**src/rtl/spi_select_seq.sv**
```systemverilog
`timescale 1ns/1ps
module spi_select_seq #(
  parameter int NCS = 8,
  parameter logic [NCS-1:0] RST_DFLT = '1
) (
  input  logic           clk,
  input  logic           rst_n,
  input  logic           cfg_wr,
  input  logic [2:0]     cfg_addr,
  input  logic [31:0]    cfg_wdata,
  output logic [31:0]    cfg_rdata,
  input  logic           sck_tick,
  input  logic           frame_req,
  input  logic           frame_done,
  output logic           data_go,
  output logic [NCS-1:0] cs_o
);
  localparam int IW = 5;
  localparam logic [1:0] M_HOLD = 2'd2;
  localparam logic [1:0] M_OFF  = 2'd3;
  localparam logic [2:0] A_ID = 3'd0, A_DFLT = 3'd1, A_MODE = 3'd2, A_GRD0 = 3'd3, A_GRD1 = 3'd4;

  typedef enum logic [2:0] {S_IDLE, S_LEAD, S_DATA, S_TRAIL, S_GAP, S_HOLD, S_INACT} st_t;

  logic [IW-1:0]  id_q, cur_id;
  logic [NCS-1:0] dflt_q;
  logic [1:0]     mode_q;
  logic [7:0]     lead_q, trail_q, idle_q, gap_q;
  st_t            st, st_nx;
  logic           drv, drv_nx, cur_pol, pol_nx, rel_pend, latch;
  logic [7:0]     cnt, tgt;
  logic           dly_done, rel_wr, rel_trig;

  wire is_hold = (mode_q == M_HOLD);
  wire is_off  = (mode_q == M_OFF);

  assign rel_wr   = cfg_wr && (cfg_addr == A_ID || cfg_addr == A_DFLT || cfg_addr == A_MODE);
  assign rel_trig = rel_pend || rel_wr;

  always_ff @(posedge clk or negedge rst_n) begin
    if (!rst_n) begin
      id_q    <= '0;
      dflt_q  <= RST_DFLT;
      mode_q  <= '0;
      lead_q  <= 8'd1;
      trail_q <= 8'd1;
      idle_q  <= 8'd1;
      gap_q   <= 8'd0;
    end else if (cfg_wr) begin
      case (cfg_addr)
        A_ID:   id_q   <= cfg_wdata[IW-1:0];
        A_DFLT: dflt_q <= cfg_wdata[NCS-1:0];
        A_MODE: mode_q <= cfg_wdata[1:0];
        A_GRD0: begin lead_q <= cfg_wdata[7:0]; trail_q <= cfg_wdata[23:16]; end
        A_GRD1: begin idle_q <= cfg_wdata[7:0]; gap_q   <= cfg_wdata[23:16]; end
        default: ;
      endcase
    end
  end

  always_comb begin
    case (cfg_addr)
      A_ID:    cfg_rdata = 32'(id_q);
      A_DFLT:  cfg_rdata = 32'(dflt_q);
      A_MODE:  cfg_rdata = 32'(mode_q);
      A_GRD0:  cfg_rdata = {8'd0, trail_q, 8'd0, lead_q};
      A_GRD1:  cfg_rdata = {8'd0, gap_q, 8'd0, idle_q};
      default: cfg_rdata = '0;
    endcase
  end

  always_comb begin
    case (st)
      S_LEAD:  tgt = lead_q;
      S_TRAIL: tgt = trail_q;
      S_INACT: tgt = idle_q;
      S_GAP:   tgt = gap_q;
      default: tgt = '0;
    endcase
  end

  assign dly_done = (cnt == tgt) || (sck_tick && ({1'b0, cnt} + 9'd1 == {1'b0, tgt}));

  always_comb begin
    pol_nx = 1'b1;
    for (int i = 0; i < NCS; i++)
      if (id_q == IW'(i)) pol_nx = ~dflt_q[i];
  end

  always_comb begin
    st_nx  = st;
    drv_nx = drv;
    latch  = 1'b0;
    case (st)
      S_IDLE:
        if (frame_req) begin
          if (is_off) begin st_nx = S_DATA; drv_nx = 1'b0; end
          else begin st_nx = S_LEAD; drv_nx = 1'b1; latch = 1'b1; end
        end
      S_LEAD:
        if (dly_done) st_nx = S_DATA;
      S_DATA:
        if (frame_done) st_nx = (drv && (!is_hold || rel_trig)) ? S_TRAIL : S_GAP;
      S_TRAIL:
        if (dly_done) begin st_nx = S_INACT; drv_nx = 1'b0; end
      S_INACT:
        if (dly_done) begin
          if (!frame_req) st_nx = S_IDLE;
          else if (is_off) st_nx = S_DATA;
          else begin st_nx = S_LEAD; drv_nx = 1'b1; latch = 1'b1; end
        end
      S_GAP:
        if (dly_done) begin
          if (drv) begin
            if (rel_trig || !is_hold) st_nx = S_TRAIL;
            else if (frame_req)       st_nx = S_DATA;
            else                      st_nx = S_HOLD;
          end else begin
            st_nx = (frame_req && is_off) ? S_DATA : S_IDLE;
          end
        end
      S_HOLD:
        if (rel_trig || !is_hold) st_nx = S_TRAIL;
        else if (frame_req)       st_nx = S_DATA;
      default: st_nx = S_IDLE;
    endcase
  end

  always_ff @(posedge clk or negedge rst_n) begin
    if (!rst_n) begin
      st       <= S_IDLE;
      drv      <= 1'b0;
      cur_id   <= '0;
      cur_pol  <= 1'b0;
      cnt      <= '0;
      rel_pend <= 1'b0;
    end else begin
      st  <= st_nx;
      drv <= drv_nx;
      if (latch) begin
        cur_id  <= id_q;
        cur_pol <= pol_nx;
      end
      if (st_nx != st)             cnt <= '0;
      else if (sck_tick && !dly_done) cnt <= cnt + 8'd1;
      if (st_nx == S_TRAIL || !drv_nx) rel_pend <= 1'b0;
      else if (rel_wr)                 rel_pend <= 1'b1;
    end
  end

  assign data_go = (st == S_DATA);

  for (genvar i = 0; i < NCS; i++) begin : g_line
    assign cs_o[i] = (drv && cur_id == IW'(i)) ? cur_pol : dflt_q[i];
  end

  p_idle_default_r9: assert property (@(posedge clk) disable iff (!rst_n)
    (st == S_IDLE) |-> (cs_o == dflt_q));

  p_inact_released_r6: assert property (@(posedge clk) disable iff (!rst_n)
    (st == S_INACT) |-> (cs_o == dflt_q));

  p_hold_keeps_r7: assert property (@(posedge clk) disable iff (!rst_n)
    (st == S_HOLD && is_hold && !rel_trig && !frame_req) |=> (st == S_HOLD && drv));

  p_done_ends_grant_r5: assert property (@(posedge clk) disable iff (!rst_n)
    (data_go && frame_done) |=> !data_go);

  p_lead_drives_r10: assert property (@(posedge clk) disable iff (!rst_n)
    (st == S_LEAD) |=> drv);
endmodule

```
**config.mk**
```make
export PLATFORM = sky130hd
export DESIGN_NAME = spi_select_seq
export DESIGN_NICKNAME = d
export VERILOG_FILES = /design/src/rtl/spi_select_seq.sv
export SDC_FILE = /design/constraint.sdc
export NUM_CORES = 1
export LEC_CHECK = 0
export ABC_AREA = 1
export BUFFER_PORTS_ARGS = -buffer_cell sky130_fd_sc_hd__buf_4
export CORE_AREA = 5 5 93 104
export DETAILED_ROUTE_END_ITERATION = 8
export DIE_AREA = 0 0 98 109
export GPL_ROUTABILITY_DRIVEN = 0
export PLACE_DENSITY = 0.77
export SKIP_LAST_GASP = 1
export SLEW_MARGIN = 20
export SYNTH_ARGS = -nofsm -noshare
export SYNTH_HDL_FRONTEND = slang
export SYNTH_SLANG_ARGS = --single-unit
export TNS_END_PERCENT = 30
```
**constraint.sdc**
```tcl
create_clock -name clk -period 2.25 [get_ports clk]
set_input_delay 0.45 -clock clk [delete_from_list [all_inputs] [get_ports clk]]
set_output_delay 0.45 -clock clk [all_outputs]
set_load 0.005 [all_outputs]
```
== Yosys cells after proc, flatten, opt, wreduce, memory -nomap -nowiden ==
Cells that the tools add are included.

* Flip-flop bits (word level): 66
* Output and inout bits: 41
* Word-level logic and storage cells: 134

* Add/sub/neg operators: 2
* Equality and inequality tests: 30
* Muxes and demuxes: 48
* Bitwise operators: 8
* Reductions and logical operators: 33

{| class="wikitable"
|+ Operators by type and width
! kind !! count
|-
| $pmux 24 s5 || 1
|-
| $eq 5x3->1 const B || 8
|-
| $mux 3 || 12
|-
| $pmux 8 s4 || 1
|-
| $mux 1 || 26
|-
| $pmux 3 s7 || 1
|-
| $eq 5x2->1 const B || 4
|-
| $mux 8 || 2
|-
| $eq 3x2->1 const B || 5
|-
| $logic_and 1x1->1 || 13
|-
| $eq 3x3->1 const B || 4
|-
| $eq 5x1->1 const B || 2
|-
| $logic_not 5->1 || 2
|-
| $reduce_and 2->1 || 5
|-
| $add 8x1->9 const B || 1
|-
| $eq 9x8->1 || 1
|-
| $add 8x1->8 const B || 1
|-
| $eq 8x8->1 || 1
|-
| $not 1->1 || 8
|-
| $eq 3x1->1 const B || 2
|-
| $logic_not 3->1 || 2
|-
| $logic_or 1x1->1 || 6
|-
| $mux 2 || 3
|-
| $eq 2x2->1 const B || 2
|-
| 5 further kinds || 8
|}

== Logic depth before layout (Yosys ltp) ==
* Depth after elaboration: 13
* Depth in mapped cells: 20
* Depth with buffers taken out: 19

== Worst setup path before layout ==
No wires, ideal clock.

* Path type: register -> register
* Start point: register st[1]
* End point: register cur_pol
* Library setup time: 0.133 ns
* Arrival: 2.000 ns
* Required time: 2.117 ns
* Path slack: 0.117 ns
* Cell stages (with the launch flop): 15
* Period minus slack after synthesis: 2.133 ns
* Path through: dfrtp_1 > buf_4 > nor2_2 > nand2_1 > o21ai_1 > nor2_1 > xor2_1 > nor2_1 > nand3_2 > nand2_4 > nand2_1 > nand2_1 > inv_1 > nor2_1 > a22oi_1

* Longest elaborated chain between the ends: 7

{| class="wikitable"
|+ RTL lines
! element !! RTL line !! RTL
|-
| start: declaration || 29 || <nowiki>st_t st, st_nx;</nowiki>
|-
| start signal: assignment || 138 || <nowiki>st <= st_nx;</nowiki>
|-
| $eq 3x3->1, or another cell as far along || 73 || <nowiki>case (st)</nowiki>
|-
| $pmux 8 s4 || 73 ||
|-
| $eq 9x8->1 || 82 || <nowiki>assign dly_done = (cnt == tgt) || (sck_tick && ({1'b0, cnt} + 9'd1 == {1'b0, tgt}));</nowiki>
|-
| $logic_and 1x1->1 || 82 ||
|-
| $logic_or 1x1->1 || 82 ||
|-
| $mux 1 || 107 || <nowiki>if (dly_done) begin</nowiki>
|-
| $pmux 1 s2 (*) || 94 || <nowiki>case (st)</nowiki>
|-
| end signal: assignment || 142 || <nowiki>cur_pol <= pol_nx;</nowiki>
|-
| end: declaration || 30 || <nowiki>logic drv, drv_nx, cur_pol, pol_nx, rel_pend, latch;</nowiki>
|}

Every way passes the cells marked *; elsewhere a longest branch is shown, timed or not.
A chain may end at the register's enable or synchronous reset.

== Final worst setup path ==
* Start point: register st[0]
* End point: register cnt[7]

* Longest elaborated chain between the ends: 9

{| class="wikitable"
|+ RTL lines
! element !! RTL line !! RTL
|-
| $eq 3x3->1, or another cell as far along || 73, 94 ||
|-
| $pmux 8 s4 || 73 ||
|-
| $eq 9x8->1 || 82 ||
|-
| $logic_and 1x1->1 || 82 ||
|-
| $logic_or 1x1->1 || 82 ||
|-
| $mux 3, on equally long branches || - ||
|-
| $pmux 3 s7 (*) || 94 ||
|-
| via st_nx[1] || 29 ||
|-
| $ne 3x3->1 (*) || 144 || <nowiki>if (st_nx != st) cnt <= '0;</nowiki>
|-
| $mux 8 or $reduce_bool 2->1 (tied branches) || - ||
|-
| end signal: assignment || 145 || <nowiki>else if (sck_tick && !dly_done) cnt <= cnt + 8'd1;</nowiki>
|-
| end: declaration || 31 || <nowiki>logic [7:0] cnt, tgt;</nowiki>
|}

Mark *: on every way through the listed nets, which the timed path passes. The rest lies on a longest branch.

==> out/qor.log <==
[timing] worst clock skew 6.55 ps
[worst_setup_path] largest driver fanout on the critical path 8
[logic_synthesis] compound-gate portion of the synthesized area 16.0%
[die] area enclosed by the die boundary 10700 um2
[worst_setup_path] category of the worst setup path launch point flip-flop
[clocking] largest buffer count on any clock path 2
[logic_synthesis] top cells by area, synth dfrtp_1, nand2_1, o21ai_0
[clocking] clock tree root buffer cell clkbuf_8
[clocking] Clock transition at path regs 70 ps
[worst_setup_path] slowest cell on the critical path a2111oi_0
[die] Horiz. Die Dim 98 um
[route] Initial DRC Count 446
[logic_synthesis] total of flip-flops plus latches after synthesis 66
[timing] final count of negative-setup-slack endpoints 16
[placement] count of port buffers added during placement 49
[logic_synthesis] Synth Area in XOR/XNOR 0.831%
[finish] NumNets Final 767
[job] maximum capacitance violations 0
[timing] unrepaired setup endpoints after global routing true
[worst_setup_path] maximum single-stage delay on the critical path 590 ps
[timing] Hold Violations, Final 0
[logic_synthesis] most frequent cells after synthesis nand2_1, inv_1, o21ai_0
[power] Net Switching 2.69 mW
[logic_synthesis] post-synthesis cell count 621
[timing] Pins Over Slew Limit 0
[logic_synthesis] fraction of the mapped netlist area in adder cells 0.297%
[timing] Max Freq 0.386 GHz
[grt] first-pass GRT wire length 20100 um
[route] total wire length after detailed routing 12800 um
[finish] count of filler cells inserted in the layout 733
[run_status] violated checks setup timing
[placement] area after detailed placement 4910 um2
[logic_synthesis] netlist area before placement 4220 um2
[logic_synthesis] simple-gate share of the synthesized area 30.0%
[grt] via count of the first global-routing pass 4375
[clocking] clock sink count 66
[logic_synthesis] count of yosys warnings during synthesis 0
[logic_synthesis] main combinational cell family by area after synthesis simple AND/OR/NAND/NOR gates
[power] Power Density 1150 nW/um2
[logic_synthesis] dominant cell type by area after synthesis dfrtp_1
[finish] Syn-to-layout area delta 32.9%
[power] internal power summed over all cells 3.77 mW
[worst_hold_path] worst min-delay path class primary input to async pin
[finish] # diodes 0
[worst_setup_path] required time of the critical path 2540 ps
[clocking] Max H-tree Level 3
[logic_synthesis] library cell with the highest instance count after synthesis nand2_1
[worst_setup_path] CP Capture Type flip-flop
[route] post-detailed-route count of antenna-violating nets 0
[finish] proportion of layout cells with a drive suffix above 1 28.5%
[die] vertical die dimension 109 um
[logic_synthesis] EDFF count, synth 0
[power] Clock power frac 19.4%
[logic_synthesis] share of flip-flops with an asynchronous set or reset after synthesis 100%
[timing] Worst-Margin Slew 851 ps
[clocking] latest clock arrival within the worst-skew pair 360 ps
[clocking] hold-fix buffer count after cts 0
[run_status] status complete, but fails checks
[power] fraction of power consumed by sequential logic 27.4%
[route] post-DR vias/cell 5.44
[placement] DP HPWL 8910 um
[timing] fin worst setup slack -341 ps
[route] via count 4590
[power] fraction of power spent switching nets 41.7%
[worst_setup_path] worst path cell trace nor2_4 > buf_4 > buf_4 > buf_4 > nand2_1 > nor3_1 > a2111oi_0 > o211ai_1 > nand2_1 > nand3_4 > nor2_1
[logic_synthesis] post-synthesis mux area share 0%
[clocking] cts bufs inserted 9
[logic_synthesis] distinct cell type count of the synthesized netlist 36
[route] average wire per standard cell 15.2 um
[timing] Final Critical Period 2590 ps
[die] number of ports placed on the die boundary 82
[power] Gate power share 53.2%
[die] number of cell rows 36
[grt] total global routing overflow 0
[worst_setup_path] Crit path arrival time 2880 ps
[logic_synthesis] portion of synthesized cell area occupied by the leading cell type 32.7%
[die] Core Area 8600 um2
[timing] setup TNS after final layout -3340 ps
[worst_setup_path] kind of critical path flip-flop to flip-flop
[finish] Design Area, Final 5600 um2
[logic_synthesis] average cell area after synthesis 6.79 um2
[worst_setup_path] cell mode on critical path buf_4
[clocking] CTS tree yes
[grt] initial antenna violation count 0
[grt] maximum number of pins on one net before global-route repair 67
[power] leakage power summed over all cells 2.78 nW
[grt] aggregate global-route resource usage 23.4%
[power] Worst IR Drop VDD 0.668 mV
[logic_synthesis] share of synthesized area occupied by flip-flops and latches 39.5%
[route] router iterations before antenna repair 6
[timing] worst relative slew slack 43.3%
[die] starting utilization of the core area 49.0%
[timing] final worst-path cycle share 115%
[route] DRC 0
[logic_synthesis] most used flip-flop cell after synthesis dfrtp_1
## kinds of logic (layout without fill, tap and decap cells)
kind of cell | after synthesis | in the layout
xor gates and xnor gates | 4 | 4
DFF | 66 | 66
AOI/OAI and AO/OA | 122 | 122
adders and majority gates | 1 | 1
and+or+nand+nor | 299 | 300
buffers and inverters | 128 | 221
other | 1 | 16
## power by group through the flow
stage / logic [mW] / registers, mW / clock network [mW]
3_3_place_gp: 2.34 / 1.74 / 0
2_1_floorplan: 1.49 / 1.65 / 0
4_1_cts: 2.77 / 1.76 / 1.27
3_5_place_dp: 2.40 / 1.75 / 0
6_report: 3.44 / 1.77 / 1.25
5_1_grt: 3.72 / 1.80 / 1.32
## worst paths after layout
check / slack (ps) / to / cells after the start / startpoint
max in group asynchronous: 1440 / st[1] / 1 / rst_n
worst max register to register: -340 / cnt[7] / 11 / st[0]
worst max-delay path: -340 / cnt[7] / 11 / st[0]
min in group clk: 340 / trail_q[0] / 3 / cfg_wdata[16]
worst min register to register: 470 / cur_id[4] / 2 / cur_id[4]
worst min-delay path: 200 / id_q[2] / 1 / rst_n
## layout make-up
class | count | area [um2] | area share, %
Multi-Input combinational cell | 443 | 2270 | 40.5
Sequential cell | 66 | 1670 | 29.8
Timing Repair Buffer | 111 | 907 | 16.2
Inverter | 94 | 364 | 6.50
Tap cell | 114 | 143 | 2.55
Clock inverter | 7 | 125 | 2.23
Clock buffer | 9 | 124 | 2.21
## per-stage QoR
step | cells | worst slack, ps | power [mW] | hold slack, ps | utilization (%)
final | 844 | -341 | 6.46 | 196 | 65.1
after global routing | 844 | -322 | 6.84 | 270 | 65.1
after CTS | 832 | -68.1 | 5.80 | 213 | 62.4
after detailed placement | 810 | -306 | 4.14 | 460 | 57.1
after global placement | 810 | -218 | 4.08 | 458 | 57.1
after floorplan | 636 | 117 | 3.15 | 154 | -
## placed cells by master, fill, tap and decap left out, types with 16 or more instances in the layout
cell type,count
nor2_1,37
conb_1,16
inv_1,83
nand4_1,20
nand2_2,17
o21ai_0,74
nand3_1,27
nand2_1,160
dfrtp_1,52
buf_4,97
## timing repair
action	4_1_cts	5_1_grt
pin swaps	28	35
resized for setup	53	41
buffers inserted	5	12
endpoints found under the setup margin	20	27
cloned	1	0
## registers in the layout, indices dropped and copies added, names as in the netlist, 3 cells and up
register / flops
dflt_q: 8
cnt: 8
idle_q: 8
cur_id: 5
gap_q: 8
lead_q: 8
st: 3
trail_q: 8
id_q: 5
## critical path, delay by kind of cell, from the launching register on
kind | cells | cell delay (ps)
AOI/OAI and AO/OA | 2 | 860
and+or+nand+nor | 6 | 810
buffers and inverters | 3 | 380
DFF | 1 | 470
## metal layers
metal | vias up | part of all wire (%) | wire [um] | global-route usage [%]
met5 | - | 0 | 0 | 0
met1 | 2118 | 40 | 5100 | 28.7
li1 | 2188 | - | - | -
met4 | 0 | 4.4 | 558 | 12.7
met2 | 236 | 49 | 6310 | 39.9
met3 | 48 | 6.7 | 860 | 3.39
Note: power is estimated with default switching activity, not from simulation.
